**src/rtl/clkmul_pkg.sv**
```systemverilog
package clkmul_pkg;
    localparam int REG_W = 8;
    localparam logic [REG_W-1:0] RESTART_CMD = 8'h18;

    typedef enum logic [1:0] {
        MUL_20  = 2'b00,
        MUL_40  = 2'b01,
        MUL_RSV = 2'b10,
        MUL_80  = 2'b11
    } mul_code_t;

    typedef enum logic [1:0] {
        ST_RUN,
        ST_WAIT_LOCK,
        ST_LOCK_HALT,
        ST_PEND
    } seq_state_t;
endpackage

```
**src/rtl/clkmul_setup_reg.sv**
```systemverilog
module clkmul_setup_reg
    import clkmul_pkg::*;
(
    input  logic      clk,
    input  logic      rst_n,
    input  logic      wr_stb,
    input  logic      wr_fast,
    input  logic [1:0] wr_mul,
    input  logic      wr_enh,
    input  logic      wr_nosync,
    output logic      fast_q,
    output mul_code_t mul_q,
    output logic      enh_q,
    output logic      nosync_q,
    output logic      change_acc,
    output logic      err_repeat_q,
    output logic      err_reserved_q
);
    mul_code_t new_mul;
    logic      differs;
    logic      rsv_hit;
    logic      rep_hit;
    logic      used_q;

    always_comb begin
        new_mul    = mul_code_t'(wr_mul);
        differs    = wr_stb && (new_mul != mul_q);
        rsv_hit    = differs && (new_mul == MUL_RSV);
        rep_hit    = differs && !rsv_hit && used_q;
        change_acc = differs && !rsv_hit && !used_q;
    end

    always_ff @(posedge clk or negedge rst_n) begin
        if (!rst_n) begin
            fast_q         <= 1'b0;
            mul_q          <= MUL_20;
            enh_q          <= 1'b0;
            nosync_q       <= 1'b0;
            used_q         <= 1'b0;
            err_repeat_q   <= 1'b0;
            err_reserved_q <= 1'b0;
        end else begin
            if (wr_stb) begin
                fast_q   <= wr_fast;
                enh_q    <= wr_enh;
                nosync_q <= wr_nosync;
            end
            if (change_acc) begin
                mul_q  <= new_mul;
                used_q <= 1'b1;
            end
            if (rep_hit) err_repeat_q <= 1'b1;
            if (rsv_hit) err_reserved_q <= 1'b1;
        end
    end

    // once the single change is used, the code never moves
    a_r6_mul_frozen: assert property (@(posedge clk) disable iff (!rst_n)
        used_q |=> $stable(mul_q));
    // the reserved code is never held
    a_r7_no_rsv_held: assert property (@(posedge clk) disable iff (!rst_n)
        mul_q != MUL_RSV);
    // a refused reserved write leaves the code untouched
    a_r7_rsv_keeps: assert property (@(posedge clk) disable iff (!rst_n)
        rsv_hit |=> $stable(mul_q));
endmodule

```
**src/rtl/clkmul_lock_timer.sv**
```systemverilog
module clkmul_lock_timer #(
    parameter int LOCK_CYCLES = 2000
) (
    input  logic clk,
    input  logic rst_n,
    input  logic start,
    output logic locked_q
);
    localparam int CNT_W = $clog2(LOCK_CYCLES + 1);
    localparam logic [CNT_W-1:0] LAST = CNT_W'(LOCK_CYCLES - 1);

    logic [CNT_W-1:0] cnt_q;
    logic             running_q;

    always_ff @(posedge clk or negedge rst_n) begin
        if (!rst_n) begin
            cnt_q     <= '0;
            running_q <= 1'b0;
            locked_q  <= 1'b0;
        end else if (start) begin
            cnt_q     <= '0;
            running_q <= 1'b1;
        end else if (running_q) begin
            if (cnt_q == LAST) begin
                running_q <= 1'b0;
                locked_q  <= 1'b1;
            end else begin
                cnt_q <= cnt_q + 1'b1;
            end
        end
    end

    // lock is sticky until reset
    a_r4_lock_sticky: assert property (@(posedge clk) disable iff (!rst_n)
        locked_q |=> locked_q);
    // lock is never reported in the cycle after a start
    a_r4_not_early: assert property (@(posedge clk) disable iff (!rst_n)
        start |=> !locked_q);
endmodule

```
**src/rtl/clkmul_seq_fsm.sv**
```systemverilog
module clkmul_seq_fsm
    import clkmul_pkg::*;
(
    input  logic clk,
    input  logic rst_n,
    input  logic change_acc,
    input  logic restart_cmd,
    input  logic locked,
    input  logic rate80,
    input  logic enh,
    output logic core_run,
    output logic err_rate_q
);
    seq_state_t state_q;
    seq_state_t state_d;
    logic       restart_go;

    always_ff @(posedge clk or negedge rst_n) begin
        if (!rst_n) state_q <= ST_RUN;
        else        state_q <= state_d;
    end

    always_comb begin
        state_d = state_q;
        unique case (state_q)
            ST_RUN:       if (change_acc) state_d = ST_WAIT_LOCK;
            ST_WAIT_LOCK: begin
                if (locked && restart_cmd) state_d = ST_RUN;
                else if (locked)           state_d = ST_LOCK_HALT;
                else if (restart_cmd)      state_d = ST_PEND;
            end
            ST_LOCK_HALT: if (restart_cmd) state_d = ST_RUN;
            ST_PEND:      if (locked) state_d = ST_RUN;
            default:      state_d = ST_RUN;
        endcase
    end

    always_comb begin
        core_run   = (state_q == ST_RUN);
        restart_go = (state_q != ST_RUN) && (state_d == ST_RUN);
    end

    always_ff @(posedge clk or negedge rst_n) begin
        if (!rst_n)                             err_rate_q <= 1'b0;
        else if (restart_go && rate80 && !enh)  err_rate_q <= 1'b1;
    end

    // an accepted change halts the core on the next cycle
    a_r3_halt_on_change: assert property (@(posedge clk) disable iff (!rst_n)
        change_acc |=> !core_run);
    // the core never resumes without lock
    a_r5_run_needs_lock: assert property (@(posedge clk) disable iff (!rst_n)
        $rose(core_run) |-> locked);
    // the rate error is sticky
    a_r10_rate_sticky: assert property (@(posedge clk) disable iff (!rst_n)
        err_rate_q |=> err_rate_q);
endmodule

```
**src/rtl/clkmul_setup_seq.sv**
```systemverilog
module clkmul_setup_seq
    import clkmul_pkg::*;
#(
    parameter int LOCK_CYCLES = 2000
) (
    input  logic       clk,
    input  logic       rst_n,
    input  logic       wr_en,
    input  logic       wr_sel,
    input  logic [7:0] wr_data,
    input  logic       bus_timing_pin,
    input  logic       bus_nonmux,
    output logic [7:0] setup_rd,
    output logic       pll_en,
    output logic [1:0] mul_sel,
    output logic       core_run,
    output logic       pll_locked,
    output logic       hs_read_en,
    output logic       enh_en,
    output logic       nosync,
    output logic       err_repeat,
    output logic       err_reserved,
    output logic       err_rate
);
    logic      setup_wr;
    logic      restart_cmd;
    logic      fast_q;
    mul_code_t mul_q;
    logic      change_acc;

    always_comb begin
        setup_wr    = wr_en && !wr_sel;
        restart_cmd = wr_en && wr_sel && (wr_data == RESTART_CMD);
    end

    clkmul_setup_reg u_reg (
        .clk            (clk),
        .rst_n          (rst_n),
        .wr_stb         (setup_wr),
        .wr_fast        (wr_data[7]),
        .wr_mul         (wr_data[5:4]),
        .wr_enh         (wr_data[3]),
        .wr_nosync      (wr_data[2]),
        .fast_q         (fast_q),
        .mul_q          (mul_q),
        .enh_q          (enh_en),
        .nosync_q       (nosync),
        .change_acc     (change_acc),
        .err_repeat_q   (err_repeat),
        .err_reserved_q (err_reserved)
    );

    clkmul_lock_timer #(.LOCK_CYCLES(LOCK_CYCLES)) u_timer (
        .clk      (clk),
        .rst_n    (rst_n),
        .start    (change_acc),
        .locked_q (pll_locked)
    );

    clkmul_seq_fsm u_fsm (
        .clk         (clk),
        .rst_n       (rst_n),
        .change_acc  (change_acc),
        .restart_cmd (restart_cmd),
        .locked      (pll_locked),
        .rate80      (mul_q == MUL_80),
        .enh         (enh_en),
        .core_run    (core_run),
        .err_rate_q  (err_rate)
    );

    always_comb begin
        mul_sel    = mul_q;
        pll_en     = (mul_q != MUL_20);
        hs_read_en = bus_timing_pin && bus_nonmux && fast_q;
        setup_rd   = {fast_q, 1'b0, mul_q, enh_en, nosync, 2'b00};
    end

    // the rate error only rises with code 11 and the enhanced bit clear
    a_r8_rate_cause: assert property (@(posedge clk) disable iff (!rst_n)
        $rose(err_rate) |-> (mul_sel == 2'b11) && !enh_en);
    // whenever the core is halted, the PLL is enabled
    a_r3_halt_has_pll: assert property (@(posedge clk) disable iff (!rst_n)
        !core_run |-> pll_en);
endmodule

```
**config.mk**
```make
export PLATFORM = sky130hd
export DESIGN_NAME = clkmul_setup_seq
export DESIGN_NICKNAME = d
export VERILOG_FILES = /design/src/rtl/clkmul_pkg.sv /design/src/rtl/clkmul_setup_reg.sv /design/src/rtl/clkmul_lock_timer.sv /design/src/rtl/clkmul_seq_fsm.sv /design/src/rtl/clkmul_setup_seq.sv
export SDC_FILE = /design/constraint.sdc
export NUM_CORES = 1
export LEC_CHECK = 0
export BUFFER_PORTS_ARGS = -buffer_cell sky130_fd_sc_hd__buf_4
export CORE_UTILIZATION = 46
export DETAILED_ROUTE_END_ITERATION = 16
export PLACE_DENSITY = 0.7
export SKIP_CTS_REPAIR_TIMING = 1
export SYNTH_ARGS = -nofsm -noshare
export SYNTH_HDL_FRONTEND = slang
export SYNTH_SLANG_ARGS = --single-unit
```
**constraint.sdc**
```tcl
create_clock -name clk -period 1.6 [get_ports clk]
set_input_delay 0.32 -clock clk [delete_from_list [all_inputs] [get_ports clk]]
set_output_delay 0.32 -clock clk [all_outputs]
set_load 0.1 [all_outputs]
```
==> impl_metrics.py, run 1 <==
metrics = {
    "detailed_routing": {
        "met3_length_um": 82,
        "vias": 1080,
        "detail_route.vias_per_cell": 5.427,
        "route.layer.met1.wl_um": 1324,
        "wl_um": 2841,
        "routed.top_layer": "met4",
        "drc": 0,
        "dr.first_iter.drc_count": 14,
        "antenna_left": 0,
        "avgRoutedWirePerCell_um": 14.28,
        "detailroute.wirelength.met2_um": 1390,
        "firstDrtPassIters": 4,
    },
    "critical_path": {
        "cpPeakStageDelay_ps": 510,
        "setup.worst_path.end_class": "output pin",
        "cp_data_arrival_time_ps": 1370,
        "worstRegToRegCells": 5,
        "criticalPathCategory": "reg2out",
        "reg2reg_from": "u_reg.mul_q[1]",
        "timing.rr.end": "u_fsm.err_rate_q",
        "crit_buf_inv": 2,
        "cp-start-kind": "register",
        "path_cells": "buf_6, or2_4, buf_12",
        "crit_fanout": 4,
        "timing.critical_path.slowest_stage_cell": "dfrtp_4",
        "crit_required_ps": 1280,
        "ff2ff_setup_slack_ps": -60,
        "critPathTopFamily": "flip-flops",
    },
    "min_path": {
        "min_to": "u_reg.nosync_q",
        "holdPathStages": 3,
        "min_path_type": "in2reg",
        "timing.hold.worst.start": "wr_data[2]",
    },
    "clock_tree": {
        "ctsLongestPathBuffers": 2,
        "cts_tree": "yes",
        "cts-buffers-inserted": 3,
        "clock_sinks": 24,
        "clk_transition_reported_paths_ps": 140,
        "clock_latency_at_the_later_pin_of_the_worst_skew_pair_ps": 320,
        "clock_tree.htree_level_count": 1,
        "cts_root_buf": "clkbuf_4",
    },
    "timing": {
        "worst_clock_skew_ps": 10.45,
        "layout_worst_path_cycle_share_pct": 105.3,
        "finalMaxSlewViolations": 0,
        "grt_setup_unrepaired": "true",
        "final_period_minus_worst_setup_slack_ps": 1685,
        "final_hold_viol_count": 0,
        "setup_viol": 10,
        "fin_setup_tns_ps": -269.8,
        "finalWorstSetupSlack_ps": -85.01,
        "timing.fmax_ghz": 0.5935,
    },
    "global_route": {
        "grt_use_total_pct": 20.22,
        "first_global_vias": 917,
        "grt_pass1_wl_um": 4174,
        "remaining_overflow_grt": 0,
        "antenna_found_initial": 0,
        "pin_count_of_the_biggest_net_entering_global_routing": 25,
    },
    "cells_and_area": {
        "post-route-util_pct": 68.19,
        "fin_nets": 185,
        "stdcell_count": 199,
        "diodes": 0,
        "drive_gt1_share_pct": 39.64,
        "fin_area_mm2": 0.001735,
        "syn_to_final_growth_pct": 35.71,
    },
    "floorplanning": {
        "floorplan.core_area_mm2": 0.002545,
        "chipWidth_um": 54.73,
        "rows": 18,
        "floorplan.io_pins": 33,
        "die_h_um": 54.73,
        "area_of_the_die_mm2": 0.002995,
        "initial_standard_cell_utilization_of_the_core_pct": 50.25,
    },
    "status": {
        "outcome": "complete, but fails checks",
        "failed_checks": "negative setup slack",
    },
    "yosys": {
        "synth.avg_cell_area_um2": 9.836,
        "yosys_warnings": 0,
        "netlist_instances": 130,
        "synth_area_mm2": 0.001279,
        "synth_seq_cells": 24,
        "ys_types": 39,
        "synth.yosys.seq_area_share_pct": 46.97,
    },
    "flow_run": {
        "maxCapViolCount": 0,
    },
    "place": {
        "postPlaceCellArea_mm2": 0.001599,
        "gp_congestion": 0.7427,
        "dp.cells": 189,
        "dp_hpwl_um": 2040,
        "port_bufs": 29,
    },
    "pwr": {
        "leakagePower_nw": 0.7583,
        "power_density_mw_per_mm2": 1909,
        "vdd_ir_drop_max_mv": 1.602,
    },
}
-- routing by layer --
layer / track usage, % / up-vias
met3: 3.333 / 5
met5: 0 / -
li1: - / 524
met1: 29.09 / 529
met4: 8.974 / 0
met2: 29.32 / 22
-- flip-flops by register name (all words and copies together) (netlist names) --
name / cells
u_timer.cnt_q: 11
u_fsm.state_q: 2
u_reg.mul_q: 2
u_fsm.err_rate_q: 1
u_reg.enh_q: 1
u_reg.err_repeat_q: 1
u_reg.err_reserved_q: 1
u_reg.fast_q: 1
u_reg.nosync_q: 1
u_reg.used_q: 1
u_timer.locked_q: 1
u_timer.running_q: 1
-- worst max-delay path by stage --
stage / from / endpoint / cells past startpoint
2_1_floorplan: u_reg.mul_q[1] / u_reg.mul_q[1] / 5
3_3_place_gp: wr_data[1] / u_fsm.err_rate_q / 5
3_5_place_dp: wr_data[1] / u_fsm.err_rate_q / 5
4_1_cts: u_reg.mul_q[1] / pll_en / 3
5_1_grt: u_reg.mul_q[1] / pll_en / 3
6_report: u_reg.mul_q[1] / pll_en / 3
-- kinds of logic after synthesis --
| group | share of synthesized area (%) |
|---|---|
| AOI/OAI and AO/OA | 12.23 |
| xor gates and xnor gates | 4.795 |
| adders and majority gates | 0.9783 |
| buffers and inverters | 6.262 |
| DFF | 46.97 |
| muxes | 2.446 |
| other | 0.2933 |
| and+or+nand+nor | 26.03 |
-- worst min-delay path: cells and delay by family --
kind	cells	cell delay, ps
and+or+nand+nor	2	90
buffers and inverters	1	80
-- area by class of cell --
cell class / instances / area [um2]
Clock buffer: 3 / 22.52
Clock inverter: 1 / 30.03
Fill cell: 193 / 809.5
Inverter: 4 / 18.77
Multi-Input combinational cell: 95 / 668.1
Sequential cell: 24 / 611.8
Tap cell: 30 / 37.54
Timing Repair Buffer: 42 / 346.6
-- cell usage after synthesis --
master     instances  area (um2)
nand2b_1           6       37.54
mux2i_1            2       20.02
o21ai_0            4       20.02
nor2b_1            1       6.260
nand2_1           13       48.80
or2_2              4       25.02
buf_4              8       60.06
inv_1              4       15.01
a2111oi_0          1       8.760
nor2_1            14       52.55
mux2_2             1       11.26
conb_1             1       3.750
a21oi_1            4       20.02
nor3b_1            1       7.510
a221oi_1           1       8.760
nand4b_1           1       8.760
or3_1              1       6.260
a21o_1             2       15.01
nand4_1            3       18.77
nor4_4             1       21.27
and2_1             1       6.260
nor3_1             6       30.03
or4b_4             1       13.76
a2111oi_2          1       15.01
nand3_1            4       20.02
or3b_2             1       8.760
xor2_1             4       35.03
a31oi_1            2       12.51
o211ai_1           1       7.510
o31ai_4            1       21.27
buf_2              1       5.000
a22o_1             1       8.760
and3_1             2       12.51
and4_1             1       8.760
dfrtp_1           24       600.6
a31o_2             1       8.760
xnor2_1            3       26.28
ha_1               1       12.51
a41o_1             1       10.01
-- per-stage QoR --
stage	setup slack, ps	power (mW)	hold WS, ps
2_1_floorplan	-57.47	2.326	24.41
3_3_place_gp	-142.8	2.637	233.0
3_5_place_dp	-185.8	2.681	237.2
4_1_cts	-254.0	3.136	-139.5
5_1_grt	-133.9	3.487	171.2
6_report	-85.01	3.312	191.6
-- cell usage in the layout, fill, tap and decap left out, drive strengths merged, types with 2 or more instances in the layout --
master	instances
a31oi	2
buf	41
a2111oi	2
clkbuf	3
conb	3
a21oi	4
nand2	13
nor2	14
nand3	4
inv	3
nand2b	6
dfrtp	24
mux2i	2
and3	2
o21ai	4
or2	4
nand4	3
xor2	4
xnor2	3
a21o	2
nor3	6
-- power breakdown --
part | switching [mW] | internal, mW | total [mW]
Sequential | 0.214 | 0.816 | 1.03
Combinational | 1.21 | 0.630 | 1.84
Clock | 0.191 | 0.253 | 0.444
Power figures use the tool's default switching activity.
==> run 2, diff against run 1 <==
Settings changed: CORE_ASPECT_RATIO set to 0.75.
==> run 2 against run 1 <==
  * The flow now finishes without violations
  * First-iteration DRC count rose by 64%
  * Non-clock buffer count fell by 3
  * Critical path depth did not move
  * Critical endpoint unchanged
  * Hold slack improved by 67 ps
  * Sequential share of layout area rose by 0.25 points
  * Clock power fell by 18%
  * Clock skew fell by 3.7 ps
  * Via count fell by 2.9%
  * Register-to-register slack improved by 120 ps
  * Total power fell by 3.2%
==> impl_metrics.py, run 2 (same netlist as run 1, synthesis figures left out) <==
metrics = {
    "status": {
        "outcome": "finished, final reports clean",
    },
    "clock_tree": {
        "clk_transition_reported_paths_ps": 80,
        "cts_tree": "yes",
        "cts-buffers-inserted": 3,
        "clock_latency_at_the_later_pin_of_the_worst_skew_pair_ps": 260,
        "clock_tree.htree_level_count": 1,
        "clock_sinks": 24,
        "ctsLongestPathBuffers": 2,
        "cts_root_buf": "clkbuf_8",
    },
    "critical_path": {
        "criticalPathCategory": "reg2out",
        "ff2ff_setup_slack_ps": 60,
        "reg2reg_from": "u_reg.mul_q[1]",
        "timing.rr.end": "u_fsm.err_rate_q",
        "cp_data_arrival_time_ps": 1270,
        "setup.worst_path.end_class": "output pin",
        "cp-start-kind": "register",
        "crit_required_ps": 1280,
        "worstRegToRegCells": 4,
        "crit_fanout": 4,
    },
    "timing": {
        "fin_setup_tns_ps": 0,
        "final_hold_viol_count": 0,
        "finalMaxSlewViolations": 0,
        "worst_clock_skew_ps": 6.736,
        "setup_viol": 0,
        "grt_setup_unrepaired": "true",
        "finalWorstSetupSlack_ps": 6.680,
        "timing.fmax_ghz": 0.6276,
        "layout_worst_path_cycle_share_pct": 99.58,
        "final_period_minus_worst_setup_slack_ps": 1593,
    },
    "min_path": {
        "holdPathStages": 3,
        "min_to": "u_reg.nosync_q",
        "timing.hold.worst.start": "wr_data[2]",
        "min_path_type": "in2reg",
    },
    "global_route": {
        "first_global_vias": 918,
        "grt_use_total_pct": 20.13,
        "pin_count_of_the_biggest_net_entering_global_routing": 25,
        "remaining_overflow_grt": 0,
        "antenna_found_initial": 0,
        "grt_pass1_wl_um": 4464,
    },
    "cells_and_area": {
        "stdcell_count": 202,
        "fin_nets": 182,
        "largest_reg_flops": 11,
        "sequential_cell_area_um2": 613.1,
        "layout_top_registers": "u_timer.cnt_q x11, u_fsm.state_q x2, u_reg.mul_q x2",
        "fin_area_mm2": 0.001727,
        "drive_gt1_share_pct": 40.36,
        "registers.top_by_ff_count": "u_timer.cnt_q",
        "diodes": 0,
        "syn_to_final_growth_pct": 35.03,
        "commonest_cells_after_routing_fill_and_taps_aside": "buf_4, dfrtp_1, nand2_1, nor2_1",
        "area_used_by_multi_input_combinational_logic_um2": 680.7,
        "fillers": 203,
        "commonest_non_fill_non_tap_cell_in_the_layout": "buf_4",
    },
    "pwr": {
        "cellInternalPower_mw": 1.603,
        "vdd_ir_drop_max_mv": 0.8088,
        "p_clk_share_pct": 11.3,
        "leakagePower_nw": 0.7347,
        "p_sw_share_pct": 49.99,
        "net-switching-power_mw": 1.602,
        "overall_power_mw": 3.205,
        "combPwrFrac_pct": 56.3,
        "power_density_mw_per_mm2": 1856,
        "power.share.sequential_pct": 32.4,
    },
    "floorplanning": {
        "rows": 16,
        "die_h_um": 47.66,
        "floorplan.io_pins": 33,
        "area_of_the_die_mm2": 0.002997,
        "floorplan.core_area_mm2": 0.002623,
        "chipWidth_um": 62.88,
        "initial_standard_cell_utilization_of_the_core_pct": 48.76,
    },
    "detailed_routing": {
        "dr.first_iter.drc_count": 23,
        "firstDrtPassIters": 4,
        "wl_um": 2769,
        "avgRoutedWirePerCell_um": 13.71,
        "antenna_left": 0,
        "detail_route.vias_per_cell": 5.193,
        "drc": 0,
        "vias": 1049,
    },
    "flow_run": {
        "maxCapViolCount": 0,
    },
    "place": {
        "port_bufs": 29,
        "postPlaceCellArea_mm2": 0.001607,
        "dp.cells": 195,
        "dp_hpwl_um": 2048,
        "gp_congestion": 0.7363,
        "dp_worst_setup_slack_ps": -192.2,
    },
}
[run 2: through the flow]
| step | hold slack [ps] | utilization [%] |
|---|---|---|
| after floorplan | 24.41 | - |
| after global placement | 235.4 | 61.26 |
| after global routing | 270.0 | 65.84 |
| final | 258.5 | 65.84 |
| after CTS | -52.67 | 62.98 |
| after detailed placement | 241.0 | 61.26 |
[run 2: final cells by class]
class / instances / area share, %
sequential: 24 / 35.51
timing repair buffer: 39 / 18.77
tap: 36 / 2.609
multi-input combinational: 95 / 39.42
inverter: 4 / 1.087
clock buffer: 4 / 2.609
[run 2: critical path: stages (launching register included)]
cell and delay [ps]:
dfrtp_4 490, buf_6 130, or2_4 230, buf_12 160
[run 2: power groups by stage]
stage               clock network, mW  logic [mW]  registers, mW
floorplan                           0        1.03           1.30
global placement                    0        1.62           1.02
detailed placement                  0        1.65           1.04
CTS                             0.375        1.65           1.03
global route                    0.400        1.91           1.08
finish                          0.363        1.80           1.04
[run 2: how the worst max path moves through the flow]
| stage | startpoint | to | slack (ps) | depth (start not counted) |
|---|---|---|---|---|
| floorplan | u_reg.mul_q[1] | u_reg.mul_q[1] | -60 | 5 |
| global placement | wr_data[1] | u_fsm.err_rate_q | -140 | 5 |
| detailed placement | wr_data[1] | u_fsm.err_rate_q | -190 | 5 |
| CTS | u_reg.mul_q[1] | pll_en | -150 | 3 |
| global route | u_reg.mul_q[1] | pll_en | -30 | 3 |
| finish | u_reg.mul_q[1] | pll_en | 7 | 3 |
[run 2: routing by layer]
metal	vias up	GRT usage (%)	wire length, um
li1	515	-	-
met3	0	5.238	89
met5	-	0	0
met2	13	31.61	1323
met4	0	4.651	0
met1	521	28.34	1356
